===== src/rtl/pwl_pkg.sv =====
package pwl_pkg;
   // Default geometry: 16K x 8 array, 64-byte page
   localparam int DEF_ADDR_W     = 14;
   localparam int DEF_PAGE_OFF_W = 6;
   localparam int DEF_DATA_W     = 8;

   // Counter width helper that never returns zero
   function automatic int cnt_width(input int limit);
      return (limit > 1) ? $clog2(limit) : 1;
   endfunction
endpackage


===== src/rtl/pwl_buffer.sv =====
module pwl_buffer #(
   parameter int OFF_W  = 6,
   parameter int DATA_W = 8
) (
   input  logic              clk,
   input  logic              rst_n,
   input  logic              ld_en,
   input  logic [OFF_W-1:0]  ld_off,
   input  logic [DATA_W-1:0] ld_data,
   input  logic              clr,
   input  logic [OFF_W-1:0]  rd_off,
   output logic [DATA_W-1:0] rd_data,
   output logic              rd_vld,
   output logic              any_vld
);
   localparam int ENTRIES = 1 << OFF_W;

   logic [DATA_W-1:0] ent_data [ENTRIES];
   logic [ENTRIES-1:0] ent_vld;

   for (genvar g = 0; g < ENTRIES; g++) begin : g_ent
      logic [DATA_W-1:0] byte_q;
      logic              vld_q;
      logic              hit;

      assign hit = ld_en && (ld_off == OFF_W'(g));

      always_ff @(posedge clk or negedge rst_n) begin
         if (!rst_n)    vld_q <= 1'b0;
         else if (clr)  vld_q <= 1'b0;
         else if (hit)  vld_q <= 1'b1;
      end

      always_ff @(posedge clk) begin
         if (hit && !clr) byte_q <= ld_data;
      end

      assign ent_data[g] = byte_q;
      assign ent_vld[g]  = vld_q;
   end

   assign rd_data = ent_data[rd_off];
   assign rd_vld  = ent_vld[rd_off];
   assign any_vld = |ent_vld;
endmodule


===== src/rtl/pwl_timer.sv =====
module pwl_timer #(
   parameter int CYCLES = 1250000
) (
   input  logic clk,
   input  logic rst_n,
   input  logic start,
   output logic busy,
   output logic last,
   output logic done
);
   localparam int CNT_W = pwl_pkg::cnt_width(CYCLES);

   logic [CNT_W-1:0] cnt_q;

   assign last = busy && (cnt_q == CNT_W'(CYCLES - 1));

   always_ff @(posedge clk or negedge rst_n) begin
      if (!rst_n) begin
         busy  <= 1'b0;
         done  <= 1'b0;
         cnt_q <= '0;
      end else begin
         done <= 1'b0;
         if (busy) begin
            if (last) begin
               busy  <= 1'b0;
               done  <= 1'b1;
               cnt_q <= '0;
            end else begin
               cnt_q <= cnt_q + 1'b1;
            end
         end else if (start) begin
            busy  <= 1'b1;
            cnt_q <= '0;
         end
      end
   end
endmodule


===== src/rtl/pwl_scan.sv =====
module pwl_scan #(
   parameter int OFF_W = 6
) (
   input  logic             clk,
   input  logic             rst_n,
   input  logic             start,
   output logic             act,
   output logic [OFF_W-1:0] idx
);
   always_ff @(posedge clk or negedge rst_n) begin
      if (!rst_n) begin
         act <= 1'b0;
         idx <= '0;
      end else if (start) begin
         act <= 1'b1;
         idx <= '0;
      end else if (act) begin
         if (idx == {OFF_W{1'b1}}) act <= 1'b0;
         idx <= idx + 1'b1;
      end
   end
endmodule


===== src/rtl/pwl_page_latch.sv =====
module pwl_page_latch #(
   parameter int ADDR_W       = pwl_pkg::DEF_ADDR_W,
   parameter int PAGE_OFF_W   = pwl_pkg::DEF_PAGE_OFF_W,
   parameter int DATA_W       = pwl_pkg::DEF_DATA_W,
   parameter int WRITE_CYCLES = 1250000
) (
   input  logic              clk,
   input  logic              rst_n,
   input  logic              start_i,
   input  logic [ADDR_W-1:0] start_addr_i,
   input  logic              byte_vld_i,
   input  logic [DATA_W-1:0] byte_data_i,
   input  logic              commit_i,
   input  logic              abort_i,
   output logic              wr_en_o,
   output logic [ADDR_W-1:0] wr_addr_o,
   output logic [DATA_W-1:0] wr_data_o,
   output logic              busy_o,
   output logic              wel_clr_o
);
   localparam int PAGE_BYTES = 1 << PAGE_OFF_W;
   localparam int PAGE_W     = ADDR_W - PAGE_OFF_W;

   if (PAGE_OFF_W < 1 || PAGE_OFF_W >= ADDR_W) begin : g_bad_geom
      $error("pwl_page_latch: PAGE_OFF_W must lie in 1..ADDR_W-1");
   end
   if (WRITE_CYCLES < PAGE_BYTES) begin : g_bad_time
      $error("pwl_page_latch: WRITE_CYCLES must cover one walk of the page");
   end

   logic [PAGE_W-1:0]     page_q;
   logic [PAGE_OFF_W-1:0] off_q;
   logic                  tmr_busy, tmr_last, tmr_done;
   logic                  scan_act;
   logic [PAGE_OFF_W-1:0] scan_idx;
   logic [DATA_W-1:0]     rd_data;
   logic                  rd_vld, any_vld;
   logic                  start_ok, abort_ok, commit_ok, load_ok, buf_clr;

   // Control priority while idle: start, abort, commit, byte
   assign start_ok  = start_i && !tmr_busy;
   assign abort_ok  = abort_i && !tmr_busy && !start_i;
   assign commit_ok = commit_i && !tmr_busy && !start_i && !abort_i && any_vld;
   assign load_ok   = byte_vld_i && !tmr_busy && !start_i && !abort_i && !commit_i;
   assign buf_clr   = start_ok || abort_ok || tmr_last;

   always_ff @(posedge clk or negedge rst_n) begin
      if (!rst_n) begin
         page_q <= '0;
         off_q  <= '0;
      end else if (start_ok) begin
         page_q <= start_addr_i[ADDR_W-1:PAGE_OFF_W];
         off_q  <= start_addr_i[PAGE_OFF_W-1:0];
      end else if (load_ok) begin
         off_q  <= off_q + 1'b1;
      end
   end

   pwl_buffer #(.OFF_W(PAGE_OFF_W), .DATA_W(DATA_W)) buf_i (
      .clk     (clk),
      .rst_n   (rst_n),
      .ld_en   (load_ok),
      .ld_off  (off_q),
      .ld_data (byte_data_i),
      .clr     (buf_clr),
      .rd_off  (scan_idx),
      .rd_data (rd_data),
      .rd_vld  (rd_vld),
      .any_vld (any_vld)
   );

   pwl_timer #(.CYCLES(WRITE_CYCLES)) tmr_i (
      .clk   (clk),
      .rst_n (rst_n),
      .start (commit_ok),
      .busy  (tmr_busy),
      .last  (tmr_last),
      .done  (tmr_done)
   );

   pwl_scan #(.OFF_W(PAGE_OFF_W)) scan_i (
      .clk   (clk),
      .rst_n (rst_n),
      .start (commit_ok),
      .act   (scan_act),
      .idx   (scan_idx)
   );

   assign wr_en_o   = scan_act && rd_vld;
   assign wr_addr_o = {page_q, scan_idx};
   assign wr_data_o = rd_data;
   assign busy_o    = tmr_busy;
   assign wel_clr_o = tmr_done;
endmodule


===== config.mk =====
export PLATFORM = sky130hd
export DESIGN_NAME = pwl_page_latch
export DESIGN_NICKNAME = d
export VERILOG_FILES = /design/src/rtl/pwl_pkg.sv /design/src/rtl/pwl_buffer.sv /design/src/rtl/pwl_timer.sv /design/src/rtl/pwl_scan.sv /design/src/rtl/pwl_page_latch.sv
export SDC_FILE = /design/constraint.sdc
export NUM_CORES = 1
export LEC_CHECK = 0
export ABC_AREA = 1
export BUFFER_PORTS_ARGS = -buffer_cell sky130_fd_sc_hd__buf_2
export CAP_MARGIN = 5
export CORE_MARGIN = 4
export CORE_UTILIZATION = 45
export DETAILED_ROUTE_END_ITERATION = 10
export PLACE_DENSITY = 0.68
export SLEW_MARGIN = 20
export SYNTH_ARGS = -nofsm -noshare
export SYNTH_HDL_FRONTEND = slang
export SYNTH_HIERARCHICAL = 1
export SYNTH_SLANG_ARGS = --single-unit

===== constraint.sdc =====
create_clock -name clk -period 3.2 [get_ports clk]
set_input_delay 0.8 -clock clk [delete_from_list [all_inputs] [get_ports clk]]
set_output_delay 0.8 -clock clk [all_outputs]
set_load 0.005 [all_outputs]

==> summary.md, run 1 <==
| Metric | Value |
|---|---|
| Routed via count | 20,049 |
| Internal power | 17,300 uW |
| Critical path class | reg -> out |
| RSZ-0062 raised after global routing | true |
| Detailed Place HPWL | 43.2 mm |
| CTS max path bufs | 3 |
| Rel. slew slack | 34.5% |
| Hold WC Path Type | in -> async |
| Sw Ratio | 38.1% |
| Crit path DAT | 2.54 ns |
| DIE AREA | 63,300 um^2 |
| Fin nets | 2,710 |
| Rows | 89 |
| Ratio of final minimum period to clock period | 104% |
| Leak | 0.0123 uW |
| DRT iter0 DRCs | 2,292 |
| Vias per cell | 5.73 |
| Post-synth EDFFs | 512 |
| Initial cell density of the core | 45.3% |
| Setup violators final | 9 |
| Yosys top cell area share | 57.6% |
| Post-route DRC | 0 |
| Clock Sinks | 620 |
| Worst VDD drop | 0.602 mV |
| Async set or reset register ratio after synthesis | 17.4% |
| Clock Latency Late Sink | 0.61 ns |
| Syn Area/Cell | 10.5 um^2 |
| Core region area | 58,900 um^2 |
| CTS H-tree depth | 3 |
| Initial antenna violation count | 3 |
| Hold Slack | 0.241 ns |
| GRT Overall Usage | 23.8% |
| Die X-Extent | 252 um |
| Post-synth top flop | edfxtp_1 |
| Post-Synthesis Cells | 2,540 |
| Critical path fanouts, max | 10 |
| Cell area power density | 874 nW/um^2 |
| Synth top area cells | edfxtp_1 58%, nand2_1 12%, dfrtp_1 10%, nand3_1 9.9%, nor2_1 1.4% |
| # fillers | 4,832 |
| Vias in the first global route | 19,769 |
| Net Switching | 10,600 uW |
| Worst-path clk slew | 0.06 ns |
| Post-Syn Area | 26,700 um^2 |
| Post-route minimum period | 3.34 ns |
| Hold Fails Final Rpt | 0 |
| CTS tree | done |
| Largest net degree at the start of global routing | 78 |
| Violated checks | negative setup slack |
| CP Data Required Time | 2.40 ns |
| Antenna cells | 0 |
| Leading area contributor after synthesis | edfxtp_1 |
| Sequential area share after synthesis | 67.7% |
| First-pass GRT wire length | 117 mm |
| Setup WS post-layout | -0.141 ns |
| Net Count, Synth | 2,571 |
| Post-Place Cells | 3,352 |
| Least-Margin Pin Slew | 0.979 ns |
| FMAX | 0.299 GHz |
| Max-cap violation count | 0 |
| Root cell of the clock tree | clkbuf_16 |
| Cell variety after synth | 39 |
| Wire per inst | 21.8 um |
| Final Slew Violations | 0 |
| Non-filler cells, final | 3,500 |
| Clk pwr share | 26.6% |
| Routed Antenna Nets | 0 |
| Grt ovf | 0 |
| Final wirelength | 76.4 mm |
| Setup crit end kind | output pin |
| Num ports | 53 |
| Synth warn | 6 |
| Die Y-Extent | 252 um |
| Layout area overhead | 19.7% |
| Gp weighted congestion | 0.907 |
| Startpoint types | flop |
| Total iterations of the first detailed-routing run | 6 |
| Combinational group share of total power | 39.9% |
| Layout cells sized above 1 | 16.4% |
| Outcome | complete, but fails checks |
| Max Clock Skew | 0.0305 ns |
| Cts bufs inserted | 66 |
| # port buffers | 52 |
| Flop pwr share | 33.5% |
| Final setup TNS | -0.888 ns |
| Number of synthesized register bits | 620 |
-- repair_timing --
action,4_1_cts,5_1_grt
cloned,19,2
pin swaps,42,26
hold buffers,0,0
setup endpoints to repair,9,41
resized for setup,157,28
buffers inserted,12,0
-- per-layer routing --
metal	up-vias	share of wire [%]	global-route usage, %	wire, um
met5	-	0.021	0	16
met4	2	3.5	8.69	2640
met3	195	10	5.95	7950
met2	1099	47	38.0	35900
met1	9722	39	31.8	29900
li1	9031	-	-	-
-- final cells by class --
cell class                      instances  area (um^2)  area share, %
Sequential cell                       620        18100           56.6
Multi-Input combinational cell       1686         7980           25.0
Timing Repair Buffer                  212         2420           7.58
Clock buffer                           84         1810           5.67
Tap cell                              773          967           3.03
Inverter                               90          362           1.13
Clock inverter                         32          254          0.795
Timing Repair inverter                  3         68.8          0.215
-- cell families after synthesis --
| family | after synthesis | share of synthesized area, % |
|---|---|---|
| AO/OA/AOI/OAI | 95 | 2.03 |
| AND/OR/NAND/NOR | 1580 | 25.6 |
| adder cells (fa/ha/maj) | 3 | 0.141 |
| flip-flops | 620 | 67.7 |
| buffers and inverters | 234 | 4.32 |
| XOR/XNOR | 8 | 0.262 |
-- cells in the mapped netlist, types with 2 or more instances --
library cell	instances
nand2_1	885
nand3_1	528
nor3_1	10
o21bai_1	3
clkinv_1	5
o22ai_1	35
xor2_1	7
ha_1	3
nand3_2	2
nand2_2	7
or2_2	2
nor4_1	11
nor2_1	99
o21ai_1	8
clkbuf_1	39
or2_0	2
nor2_4	7
o21ai_0	43
buf_6	17
nand2_4	4
buf_4	19
dfrtp_1	108
buf_2	55
nor2_2	5
inv_2	8
edfxtp_1	512
buf_1	14
nand4_1	15
a21oi_1	3
inv_1	75
-- state kept, by name, indices dropped and copies added, names as in the netlist --
signal              cells
buf_i/g_ent.byte_q    512
buf_i/g_ent.vld_q      64
tmr_i/cnt_q            21
page_q                  8
off_q                   6
scan_i/idx              6
scan_i/act              1
tmr_i/busy              1
tmr_i/done              1
-- power by group through the flow --
stage,logic [uW],clock network (uW),registers (uW)
4_1_cts,10700,7480,9350
3_5_place_dp,8460,0,9550
5_1_grt,11900,7820,9410
3_3_place_gp,8320,0,9530
2_1_floorplan,5690,0,9440
6_report,11100,7430,9360
-- final timing paths --
path                       slack (ns)       startpoint  depth (start not counted)                   endpoint
min                              0.24            rst_n                          1             tmr_i/cnt_q[0]
max                             -0.14    scan_i/idx[0]                         13               wr_data_o[5]
min reg2reg                      0.48        page_q[1]                          2                  page_q[1]
max in group asynchronous        2.21            rst_n                          2       buf_i/g_ent[0].vld_q
max reg2reg                      0.25   tmr_i/cnt_q[0]                          9  buf_i/g_ent[57].byte_q[2]
min in group clk                 0.41  start_addr_i[9]                          3                  page_q[3]
-- layout by cell type (no fill, tap or decap), types with 6 or more instances in the layout --
master / count
nand3_2: 67
inv_1: 74
nor4_1: 11
dfrtp_1: 105
nand3_4: 9
nand2_1: 857
nand2_4: 6
o22ai_1: 35
nor2_4: 7
inv_2: 9
o21ai_0: 43
nand2_2: 33
nor3_1: 10
clkbuf_16: 71
o21ai_1: 8
buf_4: 101
xor2_1: 7
edfxtp_1: 512
clkbuf_1: 12
buf_2: 47
buf_12: 30
nand4_1: 15
clkinv_1: 22
nand3_1: 455
clkinv_2: 7
nor2_1: 99
buf_16: 24
-- worst max-delay path: stages (launching register included) --
cell and delay, ns:
dfrtp_4 0.46, buf_12 0.21, clkinv_16 0.11, buf_12 0.14
buf_16 0.14, nand2_2 0.06, nand3_2 0.06, nand3_1 0.10
nand2_1 0.08, nand2_1 0.10, nand3_2 0.11, nand3_4 0.16
nand2_2 0.07, buf_2 0.13
-- through the flow --
step	util [%]	setup WS, ns	power (uW)	cell area, um^2
after floorplan	-	0.594	15100	26700
after global placement	48.2	0.250	17900	28400
after detailed placement	48.2	0.177	18000	28400
after CTS	54.0	-0.0793	27500	31800
after global routing	54.3	-0.198	29100	32000
final	54.3	-0.141	27900	32000
Note: power is estimated with default switching activity, not from simulation.
==> run 2, diff against run 1 <==
--- a/config.mk
+++ b/config.mk
@@ -11,7 +11,7 @@
 export CORE_MARGIN = 4
 export CORE_UTILIZATION = 45
 export DETAILED_ROUTE_END_ITERATION = 10
-export PLACE_DENSITY = 0.68
+export PLACE_DENSITY = 0.71
 export SLEW_MARGIN = 20
 export SYNTH_ARGS = -nofsm -noshare
 export SYNTH_HDL_FRONTEND = slang
==> constraint.sdc (replaced) <==
create_clock -name clk -period 2.9 [get_ports clk]
set_input_delay 0.725 -clock clk [delete_from_list [all_inputs] [get_ports clk]]
set_output_delay 0.725 -clock clk [all_outputs]
set_load 0.005 [all_outputs]
==> run 2 against run 1 <==
- the run still ends with negative setup slack left
- via count increased by 1.1%
- worst hold slack got worse by 0.15 ns
- power increased by 11%
- combinational power increased by 13%
- clock skew decreased by 0.016 ns
- final cell count increased by 1.1%
- first-iteration DRC count increased by 13%
- clock power increased by 12%
- core utilization increased by 0.61 points
- sequential power increased by 10%
- die area unchanged
- critical path depth decreased by 5
- critical endpoint is now wr_en_o
- largest power group unchanged
==> summary.md, run 2 (synthesis results as in run 1) <==
| Metric | Value |
|---|---|
| Layout area overhead | 21.0% |
| Initial antenna violation count | 0 |
| Hold Fails Final Rpt | 0 |
| GRT Overall Usage | 23.2% |
| Fin nets | 2,743 |
| First-pass GRT wire length | 115 mm |
| RSZ-0062 raised after global routing | true |
| Design Power | 31,100 uW |
| Hold WC Path Type | in -> async |
| Clock Sinks | 620 |
| Combinational group share of total power | 40.1% |
| Root cell of the clock tree | clkbuf_16 |
| Antenna cells | 0 |
| Routed Antenna Nets | 0 |
| Max reg flops | 512 |
| Critical path fanouts, max | 10 |
| CP Data Required Time | 2.17 ns |
| Crit path DAT | 2.60 ns |
| Post-route DRC | 0 |
| Die X-Extent | 252 um |
| Final Slew Violations | 0 |
| Max Clock Skew | 0.0142 ns |
| Total iterations of the first detailed-routing run | 7 |
| Outcome | complete, but fails checks |
| Grt ovf | 0 |
| Final wirelength | 75.3 mm |
| Post-DP Area | 28,700 um^2 |
| Setup WS post-layout | -0.427 ns |
| Setup violators final | 9 |
| Largest net degree at the start of global routing | 73 |
| Worst VDD drop | 0.625 mV |
| Rel. slew slack | 43.6% |
| Leak | 0.0125 uW |
| Internal power | 19,400 uW |
| Wire per inst | 21.3 um |
| Most flop-heavy register | buf_i/g_ent.byte_q |
| Cell area power density | 963 nW/um^2 |
| Largest regs | buf_i/g_ent.byte_q: 512 flops, buf_i/g_ent.vld_q: 64 flops, tmr_i/cnt_q: 21 flops |
| Startpoint types | flop |
| Hold Slack | 0.0874 ns |
| # port buffers | 52 |
| Critical path class | reg -> out |
| Violated checks | negative setup slack |
| Gp weighted congestion | 0.879 |
| Flop pwr share | 33.2% |
| Worst-path clk slew | 0.06 ns |
| Net Switching | 11,700 uW |
| Pre-CTS setup slack | 0.00837 ns |
| Most frequent cells in the layout | 854 x nand2_1, 512 x edfxtp_1, 447 x nand3_1 |
| Sw Ratio | 37.8% |
| Post-route minimum period | 3.33 ns |
| Clk pwr share | 26.7% |
| Ratio of final minimum period to clock period | 115% |
| Initial cell density of the core | 45.3% |
| Setup crit end kind | output pin |
| DIE AREA | 63,300 um^2 |
| Rows | 89 |
| Routed via count | 20,271 |
| Vias per cell | 5.73 |
| Most common cell after layout, fill and taps aside | nand2_1 |
| Clock Latency Late Sink | 0.63 ns |
| CTS H-tree depth | 2 |
| Vias in the first global route | 19,811 |
| FMAX | 0.301 GHz |
| Num ports | 53 |
| CTS tree | done |
| DRT iter0 DRCs | 2,593 |
| CTS max path bufs | 3 |
| Detailed Place HPWL | 44.0 mm |
| # fillers | 4,779 |
| Design area | 32,300 um^2 |
| Core region area | 58,900 um^2 |
| Layout cells sized above 1 | 18.5% |
| Max-cap violation count | 0 |
| Die Y-Extent | 252 um |
| Cts bufs inserted | 61 |
| Least-Margin Pin Slew | 0.845 ns |
[run 2: cell count changes in the layout (fill, tap and decap cells not counted), sizes merged]
cell	delta
clkbuf	-9
clkinvlp	+6
buf	+36
bufinv	+6
inv	-1
[run 2: worst max-delay path: stages, from the launching register on]
cell and delay (ns):
dfrtp_1 0.35, clkinv_1 0.57, buf_4 0.47, nand3_2 0.11
nand3_2 0.12, nand2_2 0.10, nand2_2 0.08, inv_2 0.07
buf_6 0.09
[run 2: layer usage]
| layer | share of wire, % | GRT usage, % |
|---|---|---|
| met1 | 39 | 31.8 |
| met2 | 48 | 37.6 |
| met3 | 9.7 | 4.45 |
| met4 | 3.2 | 7.96 |
| met5 | 0 | 0 |
[run 2: final timing paths]
check	start	endpoint	slack, ns	depth (start not counted)
min in group clk	start_addr_i[13]	page_q[7]	0.29	3
max in group asynchronous	rst_n	buf_i/g_ent[2].vld_q	2.13	2
max reg2reg	tmr_i/cnt_q[0]	buf_i/g_ent[42].byte_q[0]	0.13	10
min reg2reg	page_q[4]	page_q[4]	0.48	2
min	rst_n	tmr_i/cnt_q[16]	0.09	1
max	scan_i/idx[4]	wr_en_o	-0.43	8
[run 2: what timing repair did]
action                                  in CTS  in global routing
resized for setup                          105                 72
cloned                                      17                  3
hold endpoints to repair                     0                  0
hold buffers                                 0                  0
endpoints found under the setup margin       9                 31
setup buffers                               17                  3
pin swaps                                   39                 38
[run 2: stage by stage]
stage	utilization (%)	instances	TNS (ns)
after detailed placement	48.8	3382	0
after global routing	54.9	3538	-4.12
after global placement	48.8	3382	0
after CTS	54.1	3532	-3.29
after floorplan	-	2540	0
final	54.9	3538	-3.37
[run 2: area by class of cell]
class / instances / area [um^2] / share of cell area (%)
timing repair buffer: 249 / 2730 / 8.46
timing repair inverter: 4 / 68.8 / 0.213
sequential: 620 / 18100 / 56.0
multi-input combinational: 1686 / 8010 / 24.8
clock inverter: 42 / 473 / 1.46
clock buffer: 74 / 1620 / 5.01
tap: 773 / 967 / 2.99
inverter: 90 / 367 / 1.13
[run 2: power groups by stage]
stage          combinational (uW)  clock [uW]  sequential [uW]
6_report                    12500        8310            10300
5_1_grt                     13300        8750            10400
4_1_cts                     11700        8340            10300
3_5_place_dp                 9680           0            10500
3_3_place_gp                 9530           0            10500
2_1_floorplan                6280           0            10400
